[src/rtl/qspi_rd_pkg.sv]
package qspi_rd_pkg;
  typedef enum logic [2:0] {
    ST_IDLE,
    ST_CMD,
    ST_ADDR,
    ST_TURN,
    ST_DATA,
    ST_SKIP
  } rd_state_e;

  localparam int unsigned NIB_W    = 4;
  localparam int unsigned CMD_BITS = 8;
endpackage

[src/rtl/qspi_rd_sync.sv]
module qspi_rd_sync #(
  parameter int unsigned STAGES = 2
) (
  input  logic       clk_i,
  input  logic       rst_ni,
  input  logic       csn_i,
  input  logic       sck_i,
  input  logic [3:0] sio_i,
  output logic       sck_rise_o,
  output logic       sck_fall_o,
  output logic       cs_act_o,
  output logic       cs_fall_o,
  output logic [3:0] sio_o
);
  localparam int unsigned W = 6;
  localparam logic [W-1:0] RST_V = 6'b10_0000;  // {csn, sck, sio}

  logic [W-1:0] pipe_q [STAGES];
  logic         sck_prev_q, csn_prev_q;

  for (genvar g = 0; g < STAGES; g++) begin : g_stage
    if (g == 0) begin : g_first
      always_ff @(posedge clk_i or negedge rst_ni)
        if (!rst_ni) pipe_q[g] <= RST_V;
        else         pipe_q[g] <= {csn_i, sck_i, sio_i};
    end else begin : g_next
      always_ff @(posedge clk_i or negedge rst_ni)
        if (!rst_ni) pipe_q[g] <= RST_V;
        else         pipe_q[g] <= pipe_q[g-1];
    end
  end

  logic csn_s, sck_s;
  assign csn_s = pipe_q[STAGES-1][5];
  assign sck_s = pipe_q[STAGES-1][4];
  assign sio_o = pipe_q[STAGES-1][3:0];

  always_ff @(posedge clk_i or negedge rst_ni)
    if (!rst_ni) begin
      sck_prev_q <= 1'b0;
      csn_prev_q <= 1'b1;
    end else begin
      sck_prev_q <= sck_s;
      csn_prev_q <= csn_s;
    end

  assign sck_rise_o = sck_s & ~sck_prev_q;
  assign sck_fall_o = ~sck_s & sck_prev_q;
  assign cs_act_o   = ~csn_s;
  assign cs_fall_o  = csn_prev_q & ~csn_s;
endmodule

[src/rtl/qspi_rd_fsm.sv]
module qspi_rd_fsm
  import qspi_rd_pkg::*;
#(
  parameter int unsigned ADDR_W   = 24,
  parameter int unsigned TURN_CYC = 6,
  parameter logic [7:0]  CMD_CODE = 8'hEB
) (
  input  logic       clk_i,
  input  logic       rst_ni,
  input  logic       sck_rise_i,
  input  logic       cs_act_i,
  input  logic       cs_fall_i,
  input  logic [3:0] nib_i,
  input  logic       quad_en_i,
  input  logic       wip_i,
  output rd_state_e  state_o,
  output logic       addr_shift_o,
  output logic       addr_done_o,
  output logic       cont_o
);
  localparam int unsigned ADDR_NIB = ADDR_W / NIB_W;
  localparam int unsigned CNT_W    = $clog2(ADDR_NIB + TURN_CYC + CMD_BITS);

  rd_state_e        state_q;
  logic [CNT_W-1:0] cnt_q;
  logic [6:0]       cmd_q;
  logic [3:0]       mode_hi_q;
  logic             cont_q;
  logic [7:0]       cmd_full;
  logic             last_cmd, last_addr, last_turn, allow;

  assign cmd_full  = {cmd_q, nib_i[0]};
  assign last_cmd  = cnt_q == CNT_W'(CMD_BITS - 1);
  assign last_addr = cnt_q == CNT_W'(ADDR_NIB - 1);
  assign last_turn = cnt_q == CNT_W'(TURN_CYC - 1);
  assign allow     = quad_en_i & ~wip_i;

  always_ff @(posedge clk_i or negedge rst_ni)
    if (!rst_ni) begin
      state_q   <= ST_IDLE;
      cnt_q     <= '0;
      cmd_q     <= '0;
      mode_hi_q <= '0;
      cont_q    <= 1'b0;
    end else if (!cs_act_i) begin
      state_q <= ST_IDLE;
      cnt_q   <= '0;
    end else begin
      unique case (state_q)
        ST_IDLE: if (cs_fall_i) begin
          cnt_q <= '0;
          if (!cont_q)    state_q <= ST_CMD;
          else if (allow) state_q <= ST_ADDR;
          else            state_q <= ST_SKIP;
        end
        ST_CMD: if (sck_rise_i) begin
          cmd_q <= cmd_full[6:0];
          cnt_q <= cnt_q + 1'b1;
          if (last_cmd) begin
            cnt_q   <= '0;
            state_q <= (cmd_full == CMD_CODE && allow) ? ST_ADDR : ST_SKIP;
          end
        end
        ST_ADDR: if (sck_rise_i) begin
          cnt_q <= cnt_q + 1'b1;
          if (last_addr) begin
            cnt_q   <= '0;
            state_q <= ST_TURN;
          end
        end
        ST_TURN: if (sck_rise_i) begin
          cnt_q <= cnt_q + 1'b1;
          if (cnt_q == CNT_W'(0)) mode_hi_q <= nib_i;
          if (cnt_q == CNT_W'(1)) cont_q <= (mode_hi_q == ~nib_i);
          if (last_turn) begin
            cnt_q   <= '0;
            state_q <= ST_DATA;
          end
        end
        default: ;
      endcase
    end

  assign state_o      = state_q;
  assign addr_shift_o = (state_q == ST_ADDR) & sck_rise_i & cs_act_i;
  assign addr_done_o  = addr_shift_o & last_addr;
  assign cont_o       = cont_q;
endmodule

[src/rtl/qspi_rd_dpath.sv]
module qspi_rd_dpath
  import qspi_rd_pkg::*;
#(
  parameter int unsigned ADDR_W = 24
) (
  input  logic              clk_i,
  input  logic              rst_ni,
  input  logic              cs_act_i,
  input  logic              addr_shift_i,
  input  logic              addr_done_i,
  input  logic              data_fall_i,
  input  logic [3:0]        nib_i,
  output logic [ADDR_W-1:0] mem_addr_o,
  output logic              mem_rd_o,
  input  logic [7:0]        mem_rdata_i,
  output logic [3:0]        sio_o,
  output logic              oe_o
);
  logic [ADDR_W-1:0] addr_q;
  logic              fetch_q, fetch_d_q, hi_q, oe_q;
  logic [7:0]        byte_q;
  logic [3:0]        sio_q;

  always_ff @(posedge clk_i or negedge rst_ni)
    if (!rst_ni) begin
      addr_q    <= '0;
      fetch_q   <= 1'b0;
      fetch_d_q <= 1'b0;
      hi_q      <= 1'b1;
      oe_q      <= 1'b0;
      byte_q    <= '0;
      sio_q     <= '0;
    end else begin
      fetch_q   <= 1'b0;
      fetch_d_q <= fetch_q;
      if (fetch_d_q) byte_q <= mem_rdata_i;
      if (addr_shift_i) addr_q <= {addr_q[ADDR_W-NIB_W-1:0], nib_i};
      if (addr_done_i) begin
        fetch_q <= 1'b1;
        hi_q    <= 1'b1;
      end
      if (data_fall_i) begin
        oe_q <= 1'b1;
        hi_q <= ~hi_q;
        if (hi_q) sio_q <= byte_q[7:4];
        else begin
          sio_q   <= byte_q[3:0];
          addr_q  <= addr_q + ADDR_W'(1);  // natural wrap at top
          fetch_q <= 1'b1;
        end
      end
      if (!cs_act_i) oe_q <= 1'b0;
    end

  assign mem_addr_o = addr_q;
  assign mem_rd_o   = fetch_q;
  assign sio_o      = sio_q;
  assign oe_o       = oe_q;
endmodule

[src/rtl/qspi_rd_slave.sv]
module qspi_rd_slave
  import qspi_rd_pkg::*;
#(
  parameter int unsigned ADDR_W      = 24,
  parameter int unsigned SYNC_STAGES = 2,
  parameter int unsigned TURN_CYC    = 6,
  parameter logic [7:0]  CMD_CODE    = 8'hEB
) (
  input  logic              clk_i,
  input  logic              rst_ni,
  input  logic              csn_i,
  input  logic              sck_i,
  input  logic [3:0]        sio_i,
  output logic [3:0]        sio_o,
  output logic [3:0]        sio_oe_o,
  input  logic              quad_en_i,
  input  logic              wip_i,
  output logic [ADDR_W-1:0] mem_addr_o,
  output logic              mem_rd_o,
  input  logic [7:0]        mem_rdata_i
);
  logic       sck_rise, sck_fall, cs_act, cs_fall;
  logic [3:0] sio_s;
  rd_state_e  state;
  logic       addr_shift, addr_done, cont, oe, data_fall;

  qspi_rd_sync #(.STAGES(SYNC_STAGES)) u_sync (
    .clk_i, .rst_ni, .csn_i, .sck_i, .sio_i,
    .sck_rise_o(sck_rise), .sck_fall_o(sck_fall),
    .cs_act_o(cs_act), .cs_fall_o(cs_fall), .sio_o(sio_s)
  );

  qspi_rd_fsm #(.ADDR_W(ADDR_W), .TURN_CYC(TURN_CYC), .CMD_CODE(CMD_CODE)) u_fsm (
    .clk_i, .rst_ni,
    .sck_rise_i(sck_rise), .cs_act_i(cs_act), .cs_fall_i(cs_fall),
    .nib_i(sio_s), .quad_en_i, .wip_i,
    .state_o(state), .addr_shift_o(addr_shift), .addr_done_o(addr_done),
    .cont_o(cont)
  );

  assign data_fall = sck_fall & cs_act & (state == ST_DATA);

  qspi_rd_dpath #(.ADDR_W(ADDR_W)) u_dpath (
    .clk_i, .rst_ni, .cs_act_i(cs_act),
    .addr_shift_i(addr_shift), .addr_done_i(addr_done),
    .data_fall_i(data_fall), .nib_i(sio_s),
    .mem_addr_o, .mem_rd_o, .mem_rdata_i,
    .sio_o, .oe_o(oe)
  );

  // raw chip select gates the drivers so release needs no sync latency
  assign sio_oe_o = {4{oe & ~csn_i}};
endmodule

[config.mk]
export PLATFORM = sky130hd
export DESIGN_NAME = qspi_rd_slave
export DESIGN_NICKNAME = d
export VERILOG_FILES = /design/src/rtl/qspi_rd_pkg.sv /design/src/rtl/qspi_rd_sync.sv /design/src/rtl/qspi_rd_fsm.sv /design/src/rtl/qspi_rd_dpath.sv /design/src/rtl/qspi_rd_slave.sv
export SDC_FILE = /design/constraint.sdc
export NUM_CORES = 1
export LEC_CHECK = 0
export BUFFER_PORTS_ARGS = -buffer_cell sky130_fd_sc_hd__buf_2
export CAP_MARGIN = 40
export CORE_MARGIN = 2
export CORE_UTILIZATION = 32
export CTS_CLUSTER_DIAMETER = 80
export DETAILED_ROUTE_END_ITERATION = 10
export REMOVE_ABC_BUFFERS = 1
export SLEW_MARGIN = 20
export SYNTH_ARGS = -nofsm -noshare
export SYNTH_HDL_FRONTEND = slang
export SYNTH_HIERARCHICAL = 1
export SYNTH_SLANG_ARGS = --single-unit
export TNS_END_PERCENT = 100
[constraint.sdc]
create_clock -name clk_i -period 5.7 [get_ports clk_i]
set_input_delay 0.285 -clock clk_i [delete_from_list [all_inputs] [get_ports clk_i]]
set_output_delay 0.285 -clock clk_i [all_outputs]
set_load 0.1 [all_outputs]
Word-level counts from Yosys, hierarchy flattened

Index checks and enable logic that the tools add are counted.

Add/sub/neg operators: 2
Equality and inequality tests: 17
Mux-type cells: 30
Bitwise logic cells: 17
Reductions and logical operators: 13

Operators by type and width:

| cell                    | count |
|---|---|
| $mux W24                | 3 |
| $mux W3                 | 11 |
| $mux W5                 | 6 |
| $add A24 B1 Y24 const B | 1 |
| $ne A3 B2 Y1 const B    | 6 |
| $pmux W5 S3             | 1 |
| $pmux W3 S4             | 1 |
| $reduce_and A4 Y1       | 3 |
| $and A1 B1 Y1           | 10 |
| $eq A5 B3 Y1 const B    | 2 |
| $eq A8 B8 Y1 const B    | 1 |
| $reduce_and A8 Y1       | 1 |
| $mux W1                 | 7 |
| $eq A3 B2 Y1 const B    | 2 |
| $not A1 Y1              | 6 |
| $add A5 B1 Y5 const B   | 1 |
| $eq A5 B1 Y1 const B    | 1 |
| $logic_not A5 Y1        | 1 |
| $reduce_bool A5 Y1      | 1 |
| $eq A4 B4 Y1            | 1 |
| $mux W4                 | 1 |
| $not A4 Y4              | 1 |
| $reduce_bool A2 Y1      | 2 |
| $reduce_bool A4 Y1      | 1 |
| 8 further kinds         | 8 |

Bits in registers: 74
Bits of input ports: 18
Output and inout bits: 33
Logic and storage cells: 95

Depth between registers and ports, before layout

Gate-level depths: netlist (run 1).

Depth in word-level cells: 8
Mapped depth: 9
Gate-level depth less buffers: 7

By module

Netlist (run 1), hierarchy kept.

Modules (own cells, without submodules):

| module        | instances | cells an instance | area each (sq um) | sequential area each (sq um) |
|---|---|---|---|---|
| qspi_rd_dpath | 1         | 218               | 2082.0            | 1002.2 |
| qspi_rd_fsm   | 1         | 109               | 1187.4            | 500.5 |
| qspi_rd_sync  | 1         | 22                | 409.1             | 354.1 |
| qspi_rd_slave | 1         | 6                 | 43.8              | 0.0 |

Worst setup path before layout (run 1)

OpenSTA, ideal clock, no wires.

Kind: reg-to-output
Start: reg u_dpath.oe_q (netlist: u_dpath/oe_o)
End: out sio_oe_o[1]
Data arrival time: 2279 ps
Required time: 5415 ps
Slack: 3136 ps
Cell stages (with the launch flop): 3
Path buffers: 1
Cells stage by stage: dfrtp_1 -> nor2b_1 -> buf_4

Longest elaborated chain between the ends: 1

Ends and longest elaborated chain:

| item                   | line                | text |
|---|---|---|
| from (decl)            | qspi_rd_dpath.sv:20 | `logic fetch_q, fetch_d_q, hi_q, oe_q;` |
| from (signal assigned) | qspi_rd_dpath.sv:30 | `oe_q <= 1'b0;` |
| from (signal assigned) | qspi_rd_dpath.sv:43 | `oe_q <= 1'b1;` |
| from (signal assigned) | qspi_rd_dpath.sv:52 | `if (!cs_act_i) oe_q <= 1'b0;` |
| $and A1 B1 Y1          | qspi_rd_slave.sv:52 | `assign sio_oe_o = {4{oe & ~csn_i}};` |
| to (decl)              | qspi_rd_slave.sv:15 | `output logic [3:0] sio_oe_o,` |

Every way passes these cells.

Final worst setup path (run 1)

Start: reg u_sync.pipe_q, in the netlist u_sync/csn_s
End: reg u_dpath.addr_q[22] (netlist: u_dpath/mem_addr_o[22])

Elaborated cells on any way between the ends: 7
Classes of those cells: mux: 3; bitwise: 4

RTL lines:

| item                              | line                | text |
|---|---|---|
| from (decl)                       | qspi_rd_sync.sv:18  | `logic [W-1:0] pipe_q [STAGES];` |
| from (signal, indexed assignment) | qspi_rd_sync.sv:29  | `else pipe_q[g] <= pipe_q[g-1];` |
| $not A1 Y1 (no line)              | -                   |  |
| via cs_act                        | qspi_rd_slave.sv:22 | `logic sck_rise, sck_fall, cs_act, cs_fall;` |
| $and A1 B1 Y1 (2 in series)       | qspi_rd_slave.sv:41 | `assign data_fall = sck_fall & cs_act & (state == ST_DATA);` |
| via data_fall                     | qspi_rd_slave.sv:25 | `logic addr_shift, addr_done, cont, oe, data_fall;` |
| $mux W24                          | qspi_rd_dpath.sv:42 | `if (data_fall_i) begin` |
| to (signal assigned)              | qspi_rd_dpath.sv:37 | `if (addr_shift_i) addr_q <= {addr_q[ADDR_W-NIB_W-1:0], nib_i};` |
| to (signal assigned)              | qspi_rd_dpath.sv:48 | `addr_q <= addr_q + ADDR_W'(1);` |
| to (decl)                         | qspi_rd_dpath.sv:19 | `logic [ADDR_W-1:0] addr_q;` |

The timed path passes the listed nets, and every way through them passes these cells.
A chain may end at the register's enable or synchronous reset.

==> out/metrics.csv, run 1 <==
stage,metric,value,unit
run_status,outcome,"finished, final reports clean",
place,finalWeightedCongestion,0.7837,
setup_path,crit_type,reg -> reg,
clock_network,cts_tree,done,
drt,drt_wl_total,8137,um
yosys,synth_cell_types,65,
yosys,synth_edf_count,0,
setup_path,cp_max_fo,20,
yosys,ys_seq_area_frac,0.4988,
drt,wl_per_cell,15.04,um
grt,grt_usage,0.1375,
yosys,synthesis.area,0.003722,mm^2
timing,fin_crit,3.429,ns
grt,grt_pass1_wl,13850,um
final_layout,mostFrequentLayoutCells,"dfrtp_1 (70), buf_2 (50), nand2_1 (25)",
setup_path,critPathArrivalTime,3.69,ns
setup_path,worstSetupEndpointType,flop,
drt,ant_nets,0,
clock_network,insertion_delay,0.33,ns
floorplan,num_rows,39,
pwr,p_leak,1.968,nW
clock_network,cts_buffers,9,
clock_network,postCtsResizedCells,0,
timing,hold_viol_final,0,
yosys,ys.flop_type,dfrtp_1,
setup_path,cp_slowest_cell,or4_1,
yosys,ys_ff_latch,74,
setup_path,worstSetupStartpointType,flop,
place,place_ws,2.191,ns
setup_path,cpPeakStageDelay,0.65,ns
timing,slew_viol_final,0,
place,hpwl,5779,um
final_layout,n_antenna_cell,0,
timing,setup_ws,2.271,ns
worst_hold_path,hold_path_class,in -> reg,
clock_network,root_buffer,clkbuf_16,
floorplan,pin_count,51,
floorplan,dieHeight,111.9,um
setup_path,crit_chain,inv_1 > nand3_1 > nor3_2 > nand2b_1 > or4_1 > or4_1 > nand3_1,
setup_path,cp.required,5.96,ns
final_layout,drive_above_1_share,0.2764,
clock_network,htreeDepth,3,
timing,final.setup.tns,0,ns
setup_path,cp_top_family,simple AND/OR/NAND/NOR gates,
timing,fin_crit_sh,0.6016,
setup_path,path_buf_inv,1,
timing,skew,0.006220,ns
grt,antenna_found_initial,0,
drt,drt_iter0_drc,265,
clock_network,cts_num_sinks,74,
timing,hold_ws,0.05832,ns
timing,setup_viol,0,
pwr,power_density,563.1,mW/mm^2
drt,viasPerCell,5.281,
timing,fmax,291.6,MHz
place,io_buffers,50,
drt,drtPass1Iterations,4,
pwr,total_power,2.474,mW
floorplan,die_area,0.01251,mm^2
grt,grt-ovfl-total,0,
grt,grt_pass1_vias,2803,
yosys,async_flop_share,1.000,
yosys,syn_inst,355,
final_layout,layout_commonest_cell,dfrtp_1,
timing,timing_worst_slew_pin_value,0.7532,ns
timing,rsz0062_at_grt,false,
clock_network,clk_path_buf_depth,2,
yosys,syn_area_per_cell,10.49,um^2
pwr,vdd_ir_drop_max,338.6,uV
yosys,yosys_warnings,6,
timing,max-slew-margin-rel,0.4951,
floorplan,initial_core_util,0.3274,
floorplan,core,0.01137,mm^2
final_layout,area_growth,18.05,%
drt,drc,0,
clock_network,clk_pin_slew,0.06,ns
job,drv_cap,0,
floorplan,die_w,111.9,um
drt,vias,2857,
final_layout,fin_nets,415,
grt,grt_max_degree,46,
[layer usage]
| metal | routed length, um | global-route usage |
|---|---|---|
| met5 | 0 | 0 |
| met4 | 102 | 0.05350 |
| met3 | 380 | 0.03919 |
| met2 | 3932 | 0.2178 |
| met1 | 3722 | 0.1787 |
[cells by family (layout without fill, tap and decap cells)]
logic type / count (synthesis) / count (layout) / synth area share
flip-flops: 74 / 74 / 0.4988
AO/OA/AOI/OAI: 77 / 77 / 0.1499
XOR/XNOR: 4 / 4 / 0.009411
AND/OR/NAND/NOR: 133 / 133 / 0.2017
buffers and inverters: 37 / 80 / 0.05008
adder cells (fa/ha/maj): 4 / 4 / 0.01345
multiplexers: 26 / 26 / 0.07664
[final cells by class]
| type | instances | area, um^2 |
|---|---|---|
| clock buffer | 12 | 266.5 |
| clock inverter | 4 | 72.57 |
| fill | 1118 | 6975 |
| inverter | 10 | 37.54 |
| multi-input combinational | 244 | 1679 |
| sequential | 74 | 1857 |
| tap | 143 | 178.9 |
| timing repair buffer | 54 | 302.8 |
[where the power goes]
group	internal, mW	leakage (nW)	switching [mW]
logic	0.226	0.840	0.780
registers	0.660	0.963	0.180
clock network	0.418	0.165	0.209
total	1.30	1.97	1.17
[sequential cells by signal (all words and copies together) (netlist names)]
register,cells
u_dpath/mem_rd_o,1
u_fsm/cont_o,1
u_sync/csn_prev_q,1
u_sync/sck_prev_q,1
u_dpath/oe_o,1
u_dpath/sio_o,4
u_dpath/byte_q,8
u_fsm/mode_hi_q,4
u_dpath/mem_addr_o,24
u_fsm/cmd_q,7
u_sync/pipe_q,7
u_fsm/cnt_q,5
u_sync/sio_o,4
u_dpath/hi_q,1
u_fsm/state_o,3
u_dpath/fetch_d_q,1
u_sync/csn_s,1
[stage by stage]
stage	util	instances	cell area, um^2
after floorplan	-	328	3573
after global placement	0.3527	522	4010
after detailed placement	0.3551	523	4038
after CTS	0.3858	540	4387
after global routing	0.3865	541	4394
final	0.3865	541	4394
[worst paths after layout]
kind	startpoint	endpoint	slack, ns	depth (start not counted)
min reg2reg	u_sync/pipe_q[6]	u_sync/sio_o[0]	0.35	0
max	u_sync/csn_s	u_dpath/mem_addr_o[22]	2.27	7
min in group asynchronous	rst_ni	u_sync/pipe_q[6]	0.51	3
max in group asynchronous	rst_ni	u_dpath/hi_q	4.58	4
max reg2reg	u_sync/csn_s	u_dpath/mem_addr_o[22]	2.27	7
min	sio_i[0]	u_sync/pipe_q[6]	0.06	1
[synthesized netlist by cell type, types with 7 or more instances]
master    instances  area share
a21oi_1          16       0.022
and3_1            7       0.012
buf_4             7       0.014
clkbuf_1         10       0.010
dfrtp_1          70        0.47
inv_1            10       0.010
mux2_2           20       0.061
nand2_1          25       0.025
nand3_1          18       0.024
nand4_1           8       0.013
nor2_1           24       0.024
o21ai_0          15       0.020
[timing repair]
| action | 4_1_cts | 5_1_grt |
|---|---|---|
| setup buffers | 0 | 0 |
| hold buffers | 1 | 0 |
| endpoints found under the hold margin | 26 | 0 |
| endpoints found under the setup margin | 0 | 0 |
(Power assumes the default switching activity.)
==> run 2, diff against run 1 <==
clock period = 3.55 ns   (was 5.7 ns; I/O delays follow)
==> run 2 against run 1 <==
Compared with the run above:
- maximum frequency is 25% higher
- final cell count is 1.7% higher
- via count is 1.0% higher
- sequential power is 61% higher
- clock power is 57% higher
- design area is 1.6% higher
- power is 60% higher
- critical path depth is 2 higher
- setup slack worse by 1.5 ns
- clock-buffer cell count is 2 lower
- global-route usage is 0.37 points higher
- die area stayed put
- highest routed layer unchanged
==> out/metrics.csv, run 2 (synthesis results as in run 1) <==
stage,metric,value,unit
setup_path,timing.rr.end,u_dpath/mem_addr_o[9],
pwr,vdd_ir_drop_max,459.7,uV
drt,ant_nets,0,
timing,fin_crit,2.738,ns
setup_path,r2r_start,u_sync/csn_s,
timing,skew,0.004346,ns
worst_hold_path,hold_end,u_dpath/byte_q[3],
clock_network,htreeDepth,3,
final_layout,multi_input_area,0.001679,mm^2
setup_path,cp_slowest_cell,nand2_1,
grt,grt-ovfl-total,0,
clock_network,cts_num_sinks,74,
pwr,total_power,3.956,mW
floorplan,num_rows,39,
worst_hold_path,worstHoldStart,mem_rdata_i[3],
pwr,p_leak,1.998,nW
setup_path,cp_common_cell,buf_4,
clock_network,insertion_delay,0.33,ns
drt,wl_per_cell,14.99,um
grt,grt_pass1_vias,2867,
floorplan,pin_count,51,
run_status,outcome,"finished, final reports clean",
place,io_buffers,50,
floorplan,core,0.01137,mm^2
worst_hold_path,hold_path_class,in -> reg,
clock_network,clk_path_buf_depth,2,
timing,fin_crit_sh,0.7712,
setup_path,critPathArrivalTime,2.96,ns
timing,setup_ws,0.8123,ns
final_layout,nFillCells,1103,
clock_network,postCtsResizedCells,0,
clock_network,root_buffer,clkbuf_16,
final_layout,finalNonFillerCells,550,
place,postPlaceCellArea,0.004068,mm^2
clock_network,cts_hold_buf,7,
setup_path,r2r_cells,9,
timing,slew_viol_final,0,
final_layout,area_growth,19.97,%
grt,grt_pass1_wl,14190,um
timing,timing_worst_slew_pin_value,0.6649,ns
final_layout,layout_commonest_cell,dfrtp_1,
clock_network,cts_buffers,9,
floorplan,initial_core_util,0.3274,
setup_path,worstSetupStartpointType,flop,
grt,antenna_found_initial,0,
place,dp_cells,527,
floorplan,die_area,0.01251,mm^2
grt,grt_usage,0.1412,
clock_network,cts_setup_buffers,0,
clock_network,clk_pin_slew,0.06,ns
place,hpwl,5814,um
timing,fmax,365.3,MHz
setup_path,cp.required,3.77,ns
drt,drc,0,
floorplan,die_w,111.9,um
worst_hold_path,min_delay_path_depth,2,
setup_path,cp_max_fo,21,
setup_path,crit_chain,inv_1 > nand3_1 > nor3_2 > buf_4 > nand2b_1 > buf_4 > nand2_1 > o21ai_0 > o221a_2,
final_layout,fin_nets,424,
timing,setup_viol,0,
drt,vias,2886,
setup_path,worstSetupEndpointType,flop,
drt,drt_wl_total,8242,um
timing,rsz0062_at_grt,false,
setup_path,r2r_slack,0.81,ns
grt,grt_max_degree,22,
timing,hold_viol_final,0,
timing,max-slew-margin-rel,0.5556,
job,drv_cap,0,
final_layout,n_antenna_cell,0,
floorplan,dieHeight,111.9,um
setup_path,startpoint,u_sync/csn_s,
final_layout,mostFrequentLayoutCells,"dfrtp_1 (70), buf_2 (50), nand2_1 (25)",
setup_path,crit_type,reg -> reg,
drt,viasPerCell,5.247,
place,place_ws,0.8224,ns
setup_path,cpPeakStageDelay,0.52,ns
clock_network,cts_tree,done,
final_layout,utilization,0.3928,
final_layout,fin_area,0.004466,mm^2
drt,drtPass1Iterations,4,
drt,drt_iter0_drc,182,
place,finalWeightedCongestion,0.8088,
pwr,power_density,885.9,mW/mm^2
final_layout,drive_above_1_share,0.2776,
final_layout,largest_reg_flops,24,
final_layout,seqCellArea,0.001857,mm^2
run 2: changes by cell type in the layout (fill, tap and decap cells not counted), sizes merged:
| cell | delta |
|---|---|
| dlygate4sd3 | +6 |
| inv | +1 |
| clkinvlp | +1 |
| buf | +3 |
| clkbuf | -2 |
run 2: metrics by stage:
stage                     hold WS [ns]  TNS (ns)
after floorplan                -0.1181    -8.620
after global placement          0.2868         0
after detailed placement        0.1523         0
after CTS                      0.06389         0
after global routing           0.07012         0
final                          0.07616         0
run 2: layout make-up:
type | count | area share
clock buffer | 10 | 0.05352
tap | 143 | 0.04007
clock inverter | 6 | 0.01989
inverter | 10 | 0.008406
multi-input combinational | 244 | 0.3760
timing repair buffer | 63 | 0.08630
sequential | 74 | 0.4158
run 2: worst max-delay path: cells and delay by family (launching register included):
family	cells	cell delay (ns)
AND/OR/NAND/NOR	4	0.95
buffers and inverters	3	0.81
AO/OA/AOI/OAI	2	0.49
flip-flops	1	0.37
run 2: power by group:
part           switching (mW)  internal [mW]
registers               0.289           1.06
logic                    1.25          0.369
clock network           0.351          0.635
total                    1.89           2.06
run 2: metal layers:
metal	share of wire	routed length [um]	vias up	GRT usage
met3	0.046	382	10	0.02776
met4	0.021	172	0	0.07984
met5	0	0	-	0
met1	0.45	3732	1392	0.1808
met2	0.48	3954	83	0.2238
li1	-	-	1401	-
run 2: how the worst max path moves through the flow:
| stage | to | slack, ns | cells past startpoint |
|---|---|---|---|
| final | u_dpath/mem_addr_o[9] | 0.81 | 9 |
| after global routing | u_dpath/mem_addr_o[16] | 0.57 | 9 |
| after CTS | u_dpath/mem_addr_o[9] | 0.82 | 9 |
| after detailed placement | u_dpath/mem_addr_o[9] | 0.82 | 9 |
| after global placement | u_dpath/mem_addr_o[9] | 0.91 | 9 |
| after floorplan | sio_oe_o[0] | -2.16 | 1 |
